### src/rtl/pcmPkg.sv
package pcmPkg;

  // strobes from control to datapath
  typedef struct packed {
    logic capture;   // load the product stage
  } pcmStrobe_t;

  // sign steering decided at packing time, applied after unpacking
  typedef struct packed {
    logic negA0;      // a0 negated before packing (signs differ)
    logic negCross;   // cross field negated (s0 negative)
    logic negDirect;  // both direct fields negated (s1 negative)
  } pcmSignPlan_t;

endpackage

### src/rtl/pcmCtrl.sv
module pcmCtrl
  import pcmPkg::*;
#(
  parameter int PIPE_REG = 1
) (
  input  logic       clk,
  input  logic       rst_n,
  input  logic       inValid,
  output pcmStrobe_t strobe,
  output logic       outValid
);

  assign strobe.capture = inValid;

  generate
    if (PIPE_REG != 0) begin : g_reg
      logic validQ;
      always_ff @(posedge clk) begin
        if (!rst_n) validQ <= 1'b0;
        else        validQ <= inValid;
      end
      assign outValid = validQ;
    end else begin : g_comb
      assign outValid = inValid;
    end
  endgenerate

endmodule

### src/rtl/pcmPacker.sv
module pcmPacker
  import pcmPkg::*;
#(
  parameter int COEF_W = 13,
  parameter int SEC_W  = 4,
  parameter int LANE_W = 15,
  localparam int MAG_W = SEC_W - 1,
  localparam int A_W   = LANE_W + COEF_W,
  localparam int S_W   = LANE_W + MAG_W
) (
  input  logic [COEF_W-1:0]       pubA0,
  input  logic [COEF_W-1:0]       pubA1,
  input  logic signed [SEC_W-1:0] secS0,
  input  logic signed [SEC_W-1:0] secS1,
  output logic [A_W-1:0]          packA,
  output logic [S_W-1:0]          packS,
  output pcmSignPlan_t            plan,
  output logic                    fixBit
);

  logic             sign0, sign1;
  logic [MAG_W-1:0] mag0, mag1;
  logic [COEF_W-1:0] a0Steered;

  assign sign0 = secS0[SEC_W-1];
  assign sign1 = secS1[SEC_W-1];

  // magnitudes: -4 -> 4 fits MAG_W bits
  assign mag0 = sign0 ? MAG_W'(-secS0) : MAG_W'(secS0);
  assign mag1 = sign1 ? MAG_W'(-secS1) : MAG_W'(secS1);

  assign plan.negA0     = sign0 ^ sign1;
  assign plan.negCross  = sign0;
  assign plan.negDirect = sign1;

  assign a0Steered = plan.negA0 ? -pubA0 : pubA0;

  assign packA = (A_W'(pubA1) << LANE_W) | A_W'(a0Steered);
  assign packS = (S_W'(mag1)  << LANE_W) | S_W'(mag0);

  // parity the upper field must carry when no spill happened
  assign fixBit = pubA1[0] & mag1[0];

endmodule

### src/rtl/pcmWideCore.sv
module pcmWideCore #(
  parameter int A_W      = 28,
  parameter int S_W      = 18,
  parameter int CORE_A_W = 26,
  parameter int CORE_B_W = 17,
  parameter int PROD_W   = 43,
  localparam int HI_A_W  = A_W - CORE_A_W,
  localparam int HI_S_W  = S_W - CORE_B_W
) (
  input  logic [A_W-1:0]    packA,
  input  logic [S_W-1:0]    packS,
  output logic [PROD_W-1:0] prod
);

  logic [CORE_A_W-1:0] lowA;
  logic [HI_A_W-1:0]   hiA;
  logic [CORE_B_W-1:0] lowS;
  logic [HI_S_W-1:0]   hiS;

  assign lowA = packA[CORE_A_W-1:0];
  assign hiA  = packA[A_W-1:CORE_A_W];
  assign lowS = packS[CORE_B_W-1:0];
  assign hiS  = packS[S_W-1:CORE_B_W];

  // unsigned core product of the low parts
  logic [PROD_W-1:0] coreProd;
  assign coreProd = PROD_W'(lowA) * PROD_W'(lowS);

  // lowA * hiS via bit selects and shifts
  logic [PROD_W-1:0] accAs [HI_S_W+1];
  assign accAs[0] = '0;
  generate
    for (genvar j = 0; j < HI_S_W; j++) begin : g_as
      assign accAs[j+1] = accAs[j] +
        (hiS[j] ? (PROD_W'(lowA) << (CORE_B_W + j)) : PROD_W'(0));
    end
  endgenerate

  // hiA * lowS via bit selects and shifts (acts as a small select table)
  logic [PROD_W-1:0] accSa [HI_A_W+1];
  assign accSa[0] = '0;
  generate
    for (genvar i = 0; i < HI_A_W; i++) begin : g_sa
      assign accSa[i+1] = accSa[i] +
        (hiA[i] ? (PROD_W'(lowS) << (CORE_A_W + i)) : PROD_W'(0));
    end
  endgenerate

  // hiA * hiS lands at or above bit CORE_A_W+CORE_B_W and is not needed
  assign prod = coreProd + accAs[HI_S_W] + accSa[HI_A_W];

endmodule

### src/rtl/pcmUnpacker.sv
module pcmUnpacker
  import pcmPkg::*;
#(
  parameter int COEF_W = 13,
  parameter int LANE_W = 15,
  localparam int PROD_W = 2 * LANE_W + COEF_W
) (
  input  logic [PROD_W-1:0] prod,
  input  pcmSignPlan_t      plan,
  input  logic              fixBit,
  output logic [COEF_W-1:0] prodDirect0,
  output logic [COEF_W-1:0] prodDirect1,
  output logic [COEF_W-1:0] crossSum
);

  logic [COEF_W-1:0] fieldLo, fieldMid, fieldHiRaw, fieldHi;

  assign fieldLo    = prod[COEF_W-1:0];
  assign fieldMid   = prod[LANE_W +: COEF_W];
  assign fieldHiRaw = prod[2*LANE_W +: COEF_W];

  // gap bits carry field growth but are not results
  logic unusedGap;
  assign unusedGap = ^{prod[LANE_W-1:COEF_W], prod[2*LANE_W-1:LANE_W+COEF_W]};

  // a spilled cross carry flips the low bit away from its true parity
  assign fieldHi = (fieldHiRaw[0] != fixBit) ? fieldHiRaw - COEF_W'(1) : fieldHiRaw;

  assign prodDirect0 = plan.negDirect ? -fieldLo  : fieldLo;
  assign prodDirect1 = plan.negDirect ? -fieldHi  : fieldHi;
  assign crossSum    = plan.negCross  ? -fieldMid : fieldMid;

endmodule

### src/rtl/pcmDatapath.sv
module pcmDatapath
  import pcmPkg::*;
#(
  parameter int COEF_W   = 13,
  parameter int SEC_W    = 4,
  parameter int LANE_W   = 15,
  parameter int CORE_A_W = 26,
  parameter int CORE_B_W = 17,
  parameter int PIPE_REG = 1
) (
  input  logic                    clk,
  input  logic                    rst_n,
  input  pcmStrobe_t              strobe,
  input  logic [COEF_W-1:0]       pubA0,
  input  logic [COEF_W-1:0]       pubA1,
  input  logic signed [SEC_W-1:0] secS0,
  input  logic signed [SEC_W-1:0] secS1,
  output logic [COEF_W-1:0]       prodDirect0,
  output logic [COEF_W-1:0]       prodDirect1,
  output logic [COEF_W-1:0]       crossSum
);

  localparam int MAG_W  = SEC_W - 1;
  localparam int A_W    = LANE_W + COEF_W;
  localparam int S_W    = LANE_W + MAG_W;
  localparam int PROD_W = 2 * LANE_W + COEF_W;

  logic [A_W-1:0]    packA;
  logic [S_W-1:0]    packS;
  pcmSignPlan_t      planD, planQ;
  logic              fixD, fixQ;
  logic [PROD_W-1:0] prodD, prodQ;

  pcmPacker #(
    .COEF_W(COEF_W), .SEC_W(SEC_W), .LANE_W(LANE_W)
  ) u_packer (
    .pubA0(pubA0), .pubA1(pubA1), .secS0(secS0), .secS1(secS1),
    .packA(packA), .packS(packS), .plan(planD), .fixBit(fixD)
  );

  pcmWideCore #(
    .A_W(A_W), .S_W(S_W), .CORE_A_W(CORE_A_W), .CORE_B_W(CORE_B_W), .PROD_W(PROD_W)
  ) u_core (
    .packA(packA), .packS(packS), .prod(prodD)
  );

  generate
    if (PIPE_REG != 0) begin : g_stage
      always_ff @(posedge clk) begin
        if (!rst_n) begin
          prodQ <= '0;
          planQ <= '0;
          fixQ  <= 1'b0;
        end else if (strobe.capture) begin
          prodQ <= prodD;
          planQ <= planD;
          fixQ  <= fixD;
        end
      end
    end else begin : g_pass
      assign prodQ = prodD;
      assign planQ = planD;
      assign fixQ  = fixD;
    end
  endgenerate

  pcmUnpacker #(
    .COEF_W(COEF_W), .LANE_W(LANE_W)
  ) u_unpacker (
    .prod(prodQ), .plan(planQ), .fixBit(fixQ),
    .prodDirect0(prodDirect0), .prodDirect1(prodDirect1), .crossSum(crossSum)
  );

endmodule

### src/rtl/packedCoefMul.sv
module packedCoefMul
  import pcmPkg::*;
#(
  parameter int COEF_W   = 13,
  parameter int SEC_W    = 4,
  parameter int LANE_W   = 15,
  parameter int CORE_A_W = 26,
  parameter int CORE_B_W = 17,
  parameter int PIPE_REG = 1
) (
  input  logic                    clk,
  input  logic                    rst_n,
  input  logic                    inValid,
  input  logic [COEF_W-1:0]       pubA0,
  input  logic [COEF_W-1:0]       pubA1,
  input  logic signed [SEC_W-1:0] secS0,
  input  logic signed [SEC_W-1:0] secS1,
  output logic                    outValid,
  output logic [COEF_W-1:0]       prodDirect0,
  output logic [COEF_W-1:0]       prodDirect1,
  output logic [COEF_W-1:0]       crossSum
);

  pcmStrobe_t strobe;

  pcmCtrl #(.PIPE_REG(PIPE_REG)) u_ctrl (
    .clk(clk), .rst_n(rst_n), .inValid(inValid),
    .strobe(strobe), .outValid(outValid)
  );

  pcmDatapath #(
    .COEF_W(COEF_W), .SEC_W(SEC_W), .LANE_W(LANE_W),
    .CORE_A_W(CORE_A_W), .CORE_B_W(CORE_B_W), .PIPE_REG(PIPE_REG)
  ) u_dp (
    .clk(clk), .rst_n(rst_n), .strobe(strobe),
    .pubA0(pubA0), .pubA1(pubA1), .secS0(secS0), .secS1(secS1),
    .prodDirect0(prodDirect0), .prodDirect1(prodDirect1), .crossSum(crossSum)
  );

endmodule

### config.mk
export PLATFORM = sky130hd
export DESIGN_NAME = packedCoefMul
export DESIGN_NICKNAME = d
export VERILOG_FILES = /design/src/rtl/pcmPkg.sv /design/src/rtl/pcmCtrl.sv /design/src/rtl/pcmPacker.sv /design/src/rtl/pcmWideCore.sv /design/src/rtl/pcmUnpacker.sv /design/src/rtl/pcmDatapath.sv /design/src/rtl/packedCoefMul.sv
export SDC_FILE = /design/constraint.sdc
export NUM_CORES = 1
export LEC_CHECK = 0
export ABC_CLOCK_PERIOD_IN_PS = 6000
export CAP_MARGIN = 20
export CORE_ASPECT_RATIO = 0.9
export CORE_MARGIN = 10
export CORE_UTILIZATION = 50
export DETAILED_ROUTE_END_ITERATION = 10
export DONT_BUFFER_PORTS = 1
export PLACE_DENSITY = 0.66
export SLEW_MARGIN = 20
export SYNTH_ARGS = -nofsm -noshare
export SYNTH_HDL_FRONTEND = slang
export SYNTH_SLANG_ARGS = --single-unit
### constraint.sdc
create_clock -name clk -period 6 [get_ports clk]
set_input_delay 0.3 -clock clk [delete_from_list [all_inputs] [get_ports clk]]
set_output_delay 0.3 -clock clk [all_outputs]
set_load 0.05 [all_outputs]
After elaboration in Yosys (flattened, before gate mapping):

Index checks and enable logic that the tools add are counted.

* $add $sub $neg: 10
* $mul: 1
* equal/unequal tests: 1
* multiplexer cells: 10
* bitwise operators: 4

Operators by type and width (number)
* adder 43 bit: 3
* two-way mux 43 bit: 3
* two-way mux 13 bit: 5
* negator 13 bit: 4
* multiplier 26 x 17 -> 43 bit: 1
* bitwise OR 28 x 13 -> 28 bit: 1
* bitwise OR 18 x 3 -> 18 bit: 1
* subtractor 13 x 1 -> 13 bit (second input constant): 1
* two-way mux 3 bit: 2
* negator 3 bit: 2
* bitwise AND 1 bit: 1
* inequality test 1 bit: 1
* bitwise XOR 1 bit: 1

* register bits: 47
* logic and storage cells: 31

Depth between registers and ports, before layout:

Gate-level depths: netlist of the first run.

* depth in word-level cells: 6
* gate-level depth with buffers: 28
* depth with buffers taken out: 28

By module:

A second synthesis of the first run with hierarchy kept.

* cell total of the unflattened synthesis: 2284
* area, all modules: 20194.4 µm²

Modules (own cells, without submodules)
* pcmWideCore: instances 1, cells each 1867, area an instance 16510.8 µm²
* pcmDatapath: instances 1, cells each 151, area an instance 1806.7 µm²
* pcmUnpacker: instances 1, cells each 176, area an instance 1214.9 µm²
* pcmPacker: instances 1, cells each 87, area an instance 628.1 µm²
* pcmCtrl: instances 1, cells each 3, area an instance 33.8 µm²

Worst setup path before layout of the first run:

OpenSTA, ideal clock, no wires.

* path type: input -> register
* start: in pubA0[2]
* end: reg u_dp.prodQ[34]
* data arrival time: 6527 ps
* data required time: 5873 ps
* path slack: -654 ps
* cell stages on the path: 25
* cell sequence: or3_1 nor3b_1 nor4bb_1 a21oi_1 xnor2_1 nor2_1 ha_1 ha_1 ha_1 fa_1 fa_1 fa_1 inv_1 fa_1 inv_1 ha_1 a21o_1 a21o_1 nor4_1 nand2_1 o21ai_1 o21bai_1 a31oi_1 xor2_1 o21ai_1

* cells in the longest elaborated chain, start to end: 6

RTL lines
* start, declared: line packedCoefMul.sv:14 `input logic [COEF_W-1:0] pubA0,`
* negator 13 bit: line pcmPacker.sv:36 `assign a0Steered = plan.negA0 ? -pubA0 : pubA0;`
* two-way mux 13 bit *: line pcmPacker.sv:36
* bitwise OR 28 x 13 -> 28 bit *: line pcmPacker.sv:38 `assign packA = (A_W'(pubA1) << LANE_W) | A_W'(a0Steered);`
* multiplier 26 x 17 -> 43 bit / two-way mux 43 bit (equally long branches): line pcmWideCore.sv:27, pcmWideCore.sv:35
* adder 43 bit * (2 in series): line pcmWideCore.sv:50 `assign prod = coreProd + accAs[HI_S_W] + accSa[HI_A_W];`
* end signal, assigned: line pcmDatapath.sv:55 `prodQ <= prodD;`
* end, declared: line pcmDatapath.sv:32 `logic [PROD_W-1:0] prodD, prodQ;`

Every way passes the cells marked *; elsewhere a longest branch is shown, timed or not.
A chain may end at the register's enable or synchronous reset.

Worst setup path after layout of the first run:

* start: in pubA0[4]
* end: reg u_dp.prodQ[42]

The elaborated chain is that of the path after synthesis.

==> results of run 1 <==
[synth_stat cells, drive strengths merged, types with 2 or more instances]
library cell	count	area (sq um)
buf	9	53.8
nor2	110	415
o211a	3	30.0
o21bai	3	22.5
nand2	66	248
a31oi	10	68.8
a21o	16	120
xnor2	67	594
or4	6	45.0
and2	32	200
inv	164	616
nor3b	4	30.0
o41ai	5	43.8
xor2	28	245
a41oi	2	17.5
nand2b	14	87.6
o31ai	10	80.1
mux2i	25	250
nand3	18	90.1
fa	68	1360
nand4	3	18.8
or3	4	31.3
a21boi	3	22.5
clkbuf	29	129
o21ai	47	235
nor3	15	85.1
and3	8	50.1
nor4	3	33.8
o211ai	5	37.5
dfxtp	43	861
a311oi	3	26.3
a21oi	39	199
nor2b	61	382
ha	268	3350
or2	5	33.8
[state kept, by name (all words and copies together) (netlist names)]
register / cells
u_dp.planQ: 2
u_ctrl.outValid: 1
u_dp.prodQ: 39
u_dp.fixQ: 1
[worst min path at each step]
stage                     slack, ns  depth (start not counted)        endpoint     from
after floorplan                0.43                          1  u_dp.prodQ[16]    rst_n
after global placement         0.40                          1  u_dp.prodQ[42]  inValid
final                          0.11                          1  u_dp.prodQ[42]  inValid
after global routing           0.11                          1  u_dp.prodQ[42]  inValid
after detailed placement       0.41                          1  u_dp.prodQ[42]  inValid
after CTS                      0.10                          1  u_dp.prodQ[42]  inValid
[cell type report]
class	instances	area [sq um]	area share
timing repair buffer	92	694	0.0592
clock buffer	6	129	0.0110
inverter	164	616	0.0524
multi-input combinational	963	9060	0.772
tap	255	319	0.0272
clock inverter	2	60.1	0.00512
antenna	1	2.50	0.000213
sequential	43	861	0.0733
[logic make-up after synthesis]
kind of cell               synth area share
DFF                                  0.0841
muxes                                0.0245
and+or+nand+nor                       0.174
adders and majority gates             0.461
buffers and inverters                0.0780
xor gates and xnor gates             0.0821
AOI/OAI and AO/OA                    0.0962
[through the flow]
| stage | hold slack, ns | area, sq um | setup TNS, ns |
|---|---|---|---|
| final | 0.114 | 11700 | -0.0197 |
| after global routing | 0.112 | 11700 | -2.11 |
| after CTS | 0.100 | 11400 | 0 |
| after detailed placement | 0.408 | 11200 | -5.89 |
| after global placement | 0.400 | 11200 | -4.21 |
| after floorplan | 0.428 | 10400 | -0.377 |
[repair_timing]
item / in CTS / in global routing
endpoints found under the setup margin: 12 / 21
pin swaps: 10 / 20
resized for setup: 10 / 38
setup buffers: 3 / 4
[power breakdown]
group / internal (W) / switching, W / total (W)
combinational: 0.00186 / 0.00224 / 0.00410
sequential: 0.000357 / 0.000101 / 0.000458
clock: 0.000239 / 0.000117 / 0.000356
[layout by cell type (no fill, tap or decap), types with 5 or more instances in the layout]
cell	instances
a31oi_1	7
nand2_1	66
buf_4	91
o21ai_0	21
ha_4	17
o21ai_1	21
o211ai_1	5
nand2b_1	14
xnor2_2	8
a21oi_2	5
ha_1	250
inv_1	161
and3_1	6
o31ai_1	8
a21oi_1	34
xor2_1	28
mux2i_1	23
nor2_1	105
nor2_2	5
xnor2_1	59
fa_2	7
and2_1	30
clkbuf_16	5
dfxtp_1	43
fa_1	61
nand3_1	18
o21ai_2	5
or4_1	6
nor2b_1	61
a21o_1	15
nor3_1	10
[layer usage]
layer / global-route usage / vias to the layer above
li1: - / 4160
met1: 0.215 / 3921
met2: 0.312 / 85
met3: 0.0248 / 8
met4: 0.0221 / 0
met5: 0 / -
[critical path: cells and delay by family]
family / cells / cell delay, ns
AND/OR/NAND/NOR: 8 / 1.55
XOR/XNOR: 2 / 0.41
adder cells (fa/ha/maj): 8 / 3.10
buffers and inverters: 1 / 0.14
AO/OA/AOI/OAI: 5 / 0.69
==> reports/qor.csv, run 1 <==
stage;metric;value;unit
status;outcome;finished with violations;
status;violations;setup timing;
detailed_routing;wl_met2;11900;um
final_layout;utilization;0.586;
synthesis;ys_ff_latch;43;
worst_setup_path;r2r_start;u_dp.fixQ;
grt;grt_max_degree;42;
worst_setup_path;crit_chain;or3_4, nor3b_4, nor4bb_4, a21oi_2, xnor2_2, nor2_2, ha_1, ha_4, ha_4, fa_2, fa_2, fa_1, fa_1, ha_4, and3_4, and2_4, nor4_4, nand2_1, o21ai_2, buf_4, o211ai_1, a41oi_1, xnor2_1, a21oi_1;
synthesis;synth_edf_count;0;
placement;numPortBuffers;0;
synthesis;yosys_most_used_dff;dfxtp_1;
flow_run;maxCapViolations;0;
clock_tree;clkSinkCount;43;
clock_tree;worstSkewPairLatency;0.28;ns
worst_setup_path;crit_end;u_dp.prodQ[42];
worst_setup_path;crit_path_max_incr_delay;0.59;ns
clock_tree;root_buffer;clkbuf_16;
worst_setup_path;crit_slowest_cell;fa_1;
synthesis;ys_warn_count;0;
power;power_density;419;nW/um^2
detailed_routing;wl_per_cell;15.2;um
worst_setup_path;cp-end-kind;flip-flop;
worst_setup_path;cpMostUsedCell;ha_4;
final_layout;stdcell_count;1526;
clock_tree;clk_pin_slew_worst_paths;0.06;ns
detailed_routing;viasPerCell;5.36;
synthesis;synth_cell_type_count;65;
synthesis;syn-num-nets;1581;
grt;grt_pass1_wl;38000;um
sta;setup_viol;1;
final_layout;fillerInstances;1822;
grt;antenna_found_initial;0;
floorplanning;rows;49;
sta;fmax;166;MHz
sta;fin_crit;6.02;ns
clock_tree;clockBufferDepth;2;
clock_tree;hold_buffers;0;
sta;rsz0062_at_grt;true;
detailed_routing;drt_iter0_drc;282;
floorplanning;core_area;20000;sq um
power;p_leak;6.22;nW
detailed_routing;met3_length;835;um
final_layout;nNetsFinal;1642;
power;vdd_drop_max;0.000300;V
final_layout;area_growth;14.7;%
floorplanning;die_height;156;um
sta;hold_viol;0;
detailed_routing;wl_met1;10300;um
grt;grt_pass1_vias;7957;
worst_setup_path;reg2reg_depth;3;
worst_setup_path;startpoint_type;primary input;
synthesis;avgSynthCellArea;8.47;sq um
clock_tree;cts_made_buffers;5;
detailed_routing;drt_wl_total;23200;um
placement;gp_congestion;0.873;
detailed_routing;ant_nets;0;
worst_setup_path;crit_start;pubA0[4];
detailed_routing;top_layer_used;met4;
grt;grt_usage;0.172;
placement;placedCellCount;1510;
placement;preCtsSetupSlack;-0.520;ns
worst_setup_path;r2r_end;u_dp.fixQ;
detailed_routing;vias;8174;
detailed_routing;drt-pass1-iter-count;4;
worst_setup_path;arrival;6.20;ns
hold_path;worst_hold_path_type;in2reg;
final_layout;drive_above_1_share;0.146;
synthesis;async_reset_ff_frac;0;
placement;hpwl;19800;um
grt;gr-total-overflow;0;
sta;finalWorstSetupSlack;-0.0197;ns
clock_tree;cts_tree;yes;
sta;fin_skew;0;ns
floorplanning;start_util;0.510;
worst_setup_path;cp.required;6.18;ns
synthesis;ys_seq_area_frac;0.0841;
power;finalPower;0.00492;W
worst_setup_path;worstSetupPathType;in2reg;
synthesis;syn_area;10200;sq um
clock_tree;htreeDepth;2;
worst_setup_path;worstPathMaxFanout;3;
sta;slew_headroom;0.235;
synthesis;syn_inst;1208;
floorplanning;die-area;26600;sq um
sta;tightest_slew;1.14;ns
sta;min_period_over_period;1.00;
detailed_routing;route.detailed.drc;0;
floorplanning;io_pins;77;
worst_setup_path;r2r_slack;4.61;ns
floorplanning;die-width;171;um
sta;final_max_slew_viol_count;0;
(Power assumes the default switching activity.)
==> run 2: changes to the inputs <==
--- a/config.mk
+++ b/config.mk
@@ -8,12 +8,15 @@
 export ABC_CLOCK_PERIOD_IN_PS = 6000
 export CAP_MARGIN = 20
+export CELL_PAD_IN_SITES_DETAIL_PLACEMENT = 0
+export CELL_PAD_IN_SITES_GLOBAL_PLACEMENT = 1
 export CORE_ASPECT_RATIO = 0.9
 export CORE_MARGIN = 10
-export CORE_UTILIZATION = 50
+export CORE_UTILIZATION = 48
 export DETAILED_ROUTE_END_ITERATION = 10
 export DONT_BUFFER_PORTS = 1
-export PLACE_DENSITY = 0.66
+export PLACE_DENSITY = 0.79
 export SLEW_MARGIN = 20
 export SYNTH_ARGS = -nofsm -noshare
 export SYNTH_HDL_FRONTEND = slang
+export SYNTH_HIERARCHICAL = 1
 export SYNTH_SLANG_ARGS = --single-unit
==> constraint.sdc (replaced) <==
create_clock -name clk -period 6 [get_ports clk]
set_input_delay 0.3 -clock clk [delete_from_list [all_inputs] [get_ports clk]]
set_output_delay 0.3 -clock clk [all_outputs]
set_load 0.01 [all_outputs]
==> run 2 against run 1 <==
Effect of this change:
- the flow still finishes with violations (setup timing)
- final area is 99% higher
- die area is 88% higher
- register-to-register slack better by 0.21 ns
- clock skew stayed put
- sequential cell count stayed put
- count of clock-buffer cells in the layout stayed put
- final cell count is 89% higher
- critical path type unchanged
==> reports/qor.csv, run 2 <==
stage;metric;value;unit;change
final_layout;stdcell_count;2882;;+89%
synthesis;avgSynthCellArea;8.83;sq um;+4.3%
floorplanning;die_height;213;um;+37%
hold_path;worst_hold_path_type;in2reg;;
sta;fin_skew;0;ns;unchanged
worst_setup_path;worstSetupPathType;in2reg;;
final_layout;layout_commonest_cell;inv_1;;
final_layout;diodes;0;;-1
placement;numPortBuffers;0;;unchanged
detailed_routing;viasPerCell;5.24;;-2.1%
worst_setup_path;r2r_slack;4.82;ns;+0.21 ns
worst_setup_path;cpMostUsedCell;fa_1;;
detailed_routing;ant_nets;0;;unchanged
status;outcome;finished with violations;;
sta;tightest_slew;0.709;ns;-0.431 ns
final_layout;largest_reg_flops;39;;unchanged
floorplanning;core_area;40800;sq um;+100%
worst_setup_path;arrival;6.71;ns;+0.51 ns
sta;fmax;153;MHz;-7.8%
worst_setup_path;reg2reg_depth;3;;unchanged
clock_tree;clkSinkCount;43;;unchanged
floorplanning;die-width;235;um;+37%
status;violations;setup timing;;
final_layout;layout.cells.most_common_list;inv_1 (455), fa_1 (388), nand2_1 (317), and2_1 (215), buf_4 (152);;
worst_setup_path;worstPathMaxFanout;8;;+5
final_layout;area_growth;17.5;%;
final_layout;utilization;0.574;;-0.0117
worst_setup_path;crit_slowest_cell;fa_1;;
flow_run;maxCapViolations;0;;unchanged
floorplanning;start_util;0.488;;-0.0220
grt;grt_usage;0.214;;+0.0415
worst_setup_path;crit_start;secS1[3];;
clock_tree;htreeDepth;2;;unchanged
clock_tree;root_buffer;clkbuf_16;;
grt;grt_pass1_wl;87200;um;+130%
detailed_routing;vias;15110;;+85%
detailed_routing;drt-pass1-iter-count;5;;+1
clock_tree;cts_made_buffers;5;;unchanged
worst_setup_path;cp-end-kind;flip-flop;;
worst_setup_path;crit_path_max_incr_delay;0.57;ns;-0.02 ns
detailed_routing;wl_per_cell;18.7;um;+23%
sta;rsz0062_at_grt;true;;
final_layout;nNetsFinal;2975;;+81%
synthesis;syn_inst;2257;;+87%
worst_setup_path;r2r_end;u_dp/planQ[0];;
sta;tns;-5.53;ns;-5.52 ns
placement;placedCellCount;2827;;+87%
worst_setup_path;cp.required;6.18;ns;about the same
grt;grt_max_degree;44;;+4.8%
final_layout;fillerInstances;3607;;+98%
detailed_routing;route.detailed.drc;0;;unchanged
sta;min_period_over_period;1.09;;+0.0854
sta;hold_viol;0;;unchanged
detailed_routing;drt_iter0_drc;638;;+130%
worst_setup_path;startpoint_type;primary input;;
synthesis;syn_area;19900;sq um;+95%
clock_tree;cts_tree;yes;;
floorplanning;die-area;50100;sq um;+88%
final_layout;drive_above_1_share;0.188;;+0.0426
grt;gr-total-overflow;0;;unchanged
worst_setup_path;r2r_start;u_dp/planQ[0];;
final_layout;top_register;u_dp/prodQ;;
sta;finalWorstSetupSlack;-0.532;ns;-0.512 ns
clock_tree;worstSkewPairLatency;0.28;ns;about the same
placement;hpwl;41400;um;+110%
placement;gp_congestion;0.902;;+3.2%
clock_tree;clk_pin_slew_worst_paths;0.06;ns;about the same
final_layout;multiInputGateArea;18000;sq um;+99%
sta;slew_headroom;0.526;;+0.291
clock_tree;clockBufferDepth;2;;unchanged
final_layout;reg_top3;u_dp/prodQ: 39 flops, u_dp/planQ: 2 flops;;
floorplanning;rows;70;;+43%
worst_setup_path;crit_end;u_dp/prodQ[41];;
sta;final_max_slew_viol_count;0;;unchanged
grt;grt_pass1_vias;16740;;+110%
synthesis;ys_warn_count;6;;+6
grt;antenna_found_initial;2;;+2
final_layout;regArea;861;sq um;unchanged
detailed_routing;drt_wl_total;53900;um;+130%
sta;setup_viol;21;;+20
floorplanning;io_pins;77;;unchanged
sta;fin_crit;6.53;ns;+0.512 ns
run 2: stage by stage:
step                hold slack, ns  instance area [sq um]  worst slack [ns]
detailed placement           0.432                  21400             -1.12
CTS                          0.129                  22700            -0.476
global placement             0.428                  21400            -0.982
global route                 0.143                  23400            -0.748
finish                       0.136                  23400            -0.532
floorplan                    0.422                  20300            -0.440
run 2: layer usage:
metal	vias to the layer above	wire length (um)	track usage
li1	6872	-	-
met3	100	2740	0.0319
met4	0	1350	0.0525
met5	-	0	0
met2	399	27800	0.388
met1	7739	21900	0.263
run 2: worst min path at each step:
stage            start              end  slack, ns  depth (start not counted)
2_1_floorplan  inValid  u_ctrl/outValid       0.42                          1
3_3_place_gp   inValid  u_ctrl/outValid       0.43                          1
3_5_place_dp   inValid  u_ctrl/outValid       0.43                          1
4_1_cts        inValid  u_ctrl/outValid       0.13                          1
5_1_grt          rst_n    u_dp/prodQ[2]       0.14                          1
6_report       inValid  u_ctrl/outValid       0.14                          1
run 2: layout make-up:
type / count / area share
multi-input cells: 1606 / 0.769
repair buffers: 208 / 0.0789
clock buffers: 6 / 0.00550
flip-flops and latches: 43 / 0.0368
inverters: 477 / 0.0788
clock inverters: 2 / 0.00256
well taps: 540 / 0.0289
run 2: critical path, delay by kind of cell:
family,cells,cell delay [ns]
fa+ha+maj,8,3.46
xor+xnor,2,0.37
compound gates,6,1.26
buf+inv,3,0.54
simple gates,5,0.59
mux,1,0.16
run 2: timing repair:
item,in CTS,in global routing
pin swaps,70,100
gates resized for setup,165,116
endpoints found under the setup margin,26,24
hold buffers,0,0
buffers inserted,32,31
Power of run 2 is left out: the tool's default activity adds up to more than one toggle a clock period on the data nets, which glitch-free logic cannot reach.
==> run 3: changes to the inputs <==
Settings changed: BUFFER_PORTS_ARGS from default to -buffer_cell sky130_fd_sc_hd__buf_2, CORE_UTILIZATION 48 to 46, DONT_BUFFER_PORTS 1 to default, PLACE_DENSITY 0.79 to 0.78, RECOVER_POWER from default to 50.
==> run 3 against run 2 <==
Effect of this change:
- the run still ends with setup timing left
- setup slack worse by 0.082 ns
- final area rose by 1.7%
- global-route usage is 0.082 points higher
- non-clock buffer count up 120
- routed wire length rose by 1.0%
- count of clock-buffer cells in the layout is 1 lower
- register-to-register slack worse by 0.40 ns
- sequential share of layout area decreased by 0.063 points
- utilization fell by 1.8 points
- critical path type unchanged
==> reports/qor.csv, run 3 (synthesis results as in run 2) <==
stage;metric;value;unit;change
status;outcome;finished with violations;;
status;violations;setup timing;;
clock_tree;clockBufferDepth;2;;unchanged
detailed_routing;ant_nets;0;;unchanged
placement;hpwl;43300;um;+4.7%
detailed_routing;route.detailed.drc;0;;unchanged
sta;hold_ws;0.409;ns;+0.273 ns
clock_tree;root_buffer;clkbuf_16;;
sta;fmax;151;MHz;-1.2%
worst_setup_path;crit_slowest_cell;fa_2;;
final_layout;largest_reg_flops;39;;unchanged
clock_tree;clk_pin_slew_worst_paths;0.06;ns;about the same
sta;finalWorstSetupSlack;-0.614;ns;-0.0819 ns
final_layout;stdcell_count;3018;;+4.7%
clock_tree;cts_made_buffers;5;;unchanged
floorplanning;core_area;42900;sq um;+5.1%
floorplanning;rows;72;;+2.9%
hold_path;min_to;u_dp/planQ[1];;
clock_tree;htreeDepth;2;;unchanged
sta;tightest_slew;0.717;ns;+0.00814 ns
floorplanning;die-area;52100;sq um;+4.0%
sta;rsz0062_at_grt;true;;
worst_setup_path;worstPathMaxFanout;5;;-3
final_layout;nNetsFinal;3095;;+4.0%
sta;min_period_over_period;1.10;;+0.0136
final_layout;layout.cells.most_common_list;inv_1 (463), fa_1 (385), nand2_1 (315), and2_1 (213), buf_4 (207);;
sta;slew_headroom;0.522;;-0.00419
hold_path;holdCritStartpoint;secS0[3];;
floorplanning;die-width;239;um;+2.0%
grt;gr-total-overflow;0;;unchanged
flow_run;maxCapViolations;0;;unchanged
sta;fin_skew;0;ns;unchanged
detailed_routing;drt_wl_total;54400;um;+1.0%
sta;fin_crit;6.61;ns;+0.0819 ns
worst_setup_path;arrival;6.84;ns;+0.13 ns
placement;gp_congestion;0.882;;-2.1%
worst_setup_path;worstSetupPathType;in2reg;;
worst_setup_path;cp_num_buf_inv;6;;+3
clock_tree;cts_tree;yes;;
detailed_routing;drt_iter0_drc;882;;+38%
sta;final_max_slew_viol_count;0;;unchanged
placement;numPortBuffers;76;;+76
sta;setup_viol;25;;+19%
grt;grt_pass1_vias;17187;;+2.7%
detailed_routing;vias;15520;;+2.7%
worst_setup_path;reg2reg_depth;3;;unchanged
grt;antenna_found_initial;2;;unchanged
final_layout;fillerInstances;3866;;+7.2%
worst_setup_path;cp.required;6.23;ns;+0.05 ns
final_layout;utilization;0.556;;-0.0182
worst_setup_path;crit_path_max_incr_delay;0.56;ns;about the same
worst_setup_path;r2r_start;u_dp/planQ[0];;
placement;placedCellCount;2958;;+4.6%
grt;grt_pass1_wl;89300;um;+2.4%
floorplanning;die_height;217;um;+2.0%
clock_tree;clkSinkCount;43;;unchanged
worst_setup_path;cp-end-kind;flip-flop;;
floorplanning;start_util;0.465;;-0.0235
detailed_routing;drt-pass1-iter-count;5;;unchanged
final_layout;multiInputGateArea;17700;sq um;-1.4%
detailed_routing;viasPerCell;5.14;;-1.9%
grt;grt_usage;0.214;;+0.000820
sta;tns;-8.80;ns;-3.27 ns
final_layout;top_register;u_dp/prodQ;;
final_layout;reg_top3;u_dp/prodQ: 39 flops, u_dp/planQ: 2 flops;;
hold_path;holdPathStages;4;;+3
floorplanning;io_pins;77;;unchanged
sta;hold_viol;0;;unchanged
worst_setup_path;r2r_end;u_dp/planQ[0];;
final_layout;layout_commonest_cell;inv_1;;
clock_tree;worstSkewPairLatency;0.29;ns;about the same
final_layout;drive_above_1_share;0.210;;+0.0217
final_layout;area_growth;19.5;%;
worst_setup_path;r2r_slack;4.42;ns;-0.40 ns
worst_setup_path;startpoint_type;primary input;;
final_layout;regArea;861;sq um;unchanged
grt;grt_max_degree;44;;unchanged
hold_path;worst_hold_path_type;in2reg;;
worst_setup_path;cpLargestDelayFamily;adder cells;;
worst_setup_path;cpMostUsedCell;fa_2;;
detailed_routing;wl_per_cell;18.0;um;-3.5%
[run 3: worst reg2reg max path, cell delays in order (launching register included)]
cell and delay [ns]:
dfxtp_1 0.61, clkbuf_1 0.60, mux2i_1 0.18, nor2b_1 0.13
[run 3: routing by layer]
metal  wire (um)  vias to the layer above  track usage
met2       27800                      383        0.383
li1            -                     7121            -
met3        2560                       67       0.0243
met5           0                        -            0
met1       22900                     7949        0.273
met4        1150                        0       0.0477
[run 3: timing repair]
action                                  4_1_cts  5_1_grt
hold buffers                                  0        0
gates resized for setup                     176       44
buffers inserted                             46        9
pin swaps                                    72       32
endpoints found under the setup margin       27       26
[run 3: through the flow]
stage          area, sq um  setup WS [ns]
6_report             23800         -0.614
3_3_place_gp         22100          -1.04
4_1_cts              23600         -0.638
2_1_floorplan        20300         -0.440
3_5_place_dp         22100          -1.21
5_1_grt              23800         -0.848
[run 3: area by class of cell]
type | count | share of cell area
well taps | 555 | 0.0291
clock inverters | 3 | 0.000840
clock buffers | 5 | 0.00525
repair buffers | 328 | 0.108
inverters | 477 | 0.0755
diodes | 1 | 0.000105
flip-flops and latches | 43 | 0.0361
multi-input cells | 1606 | 0.745
[run 3: worst max-delay path by stage]
stage / start / to / slack [ns] / cells past startpoint
2_1_floorplan: pubA0[2] / u_dp/prodQ[41] / -0.44 / 25
3_3_place_gp: secS1[3] / u_dp/prodQ[41] / -1.04 / 29
3_5_place_dp: secS0[3] / u_dp/prodQ[41] / -1.21 / 29
4_1_cts: secS0[3] / u_dp/prodQ[41] / -0.64 / 25
5_1_grt: secS0[3] / u_dp/prodQ[41] / -0.85 / 32
6_report: secS0[3] / u_dp/prodQ[42] / -0.61 / 27
Power of run 3 is left out for the same reason.
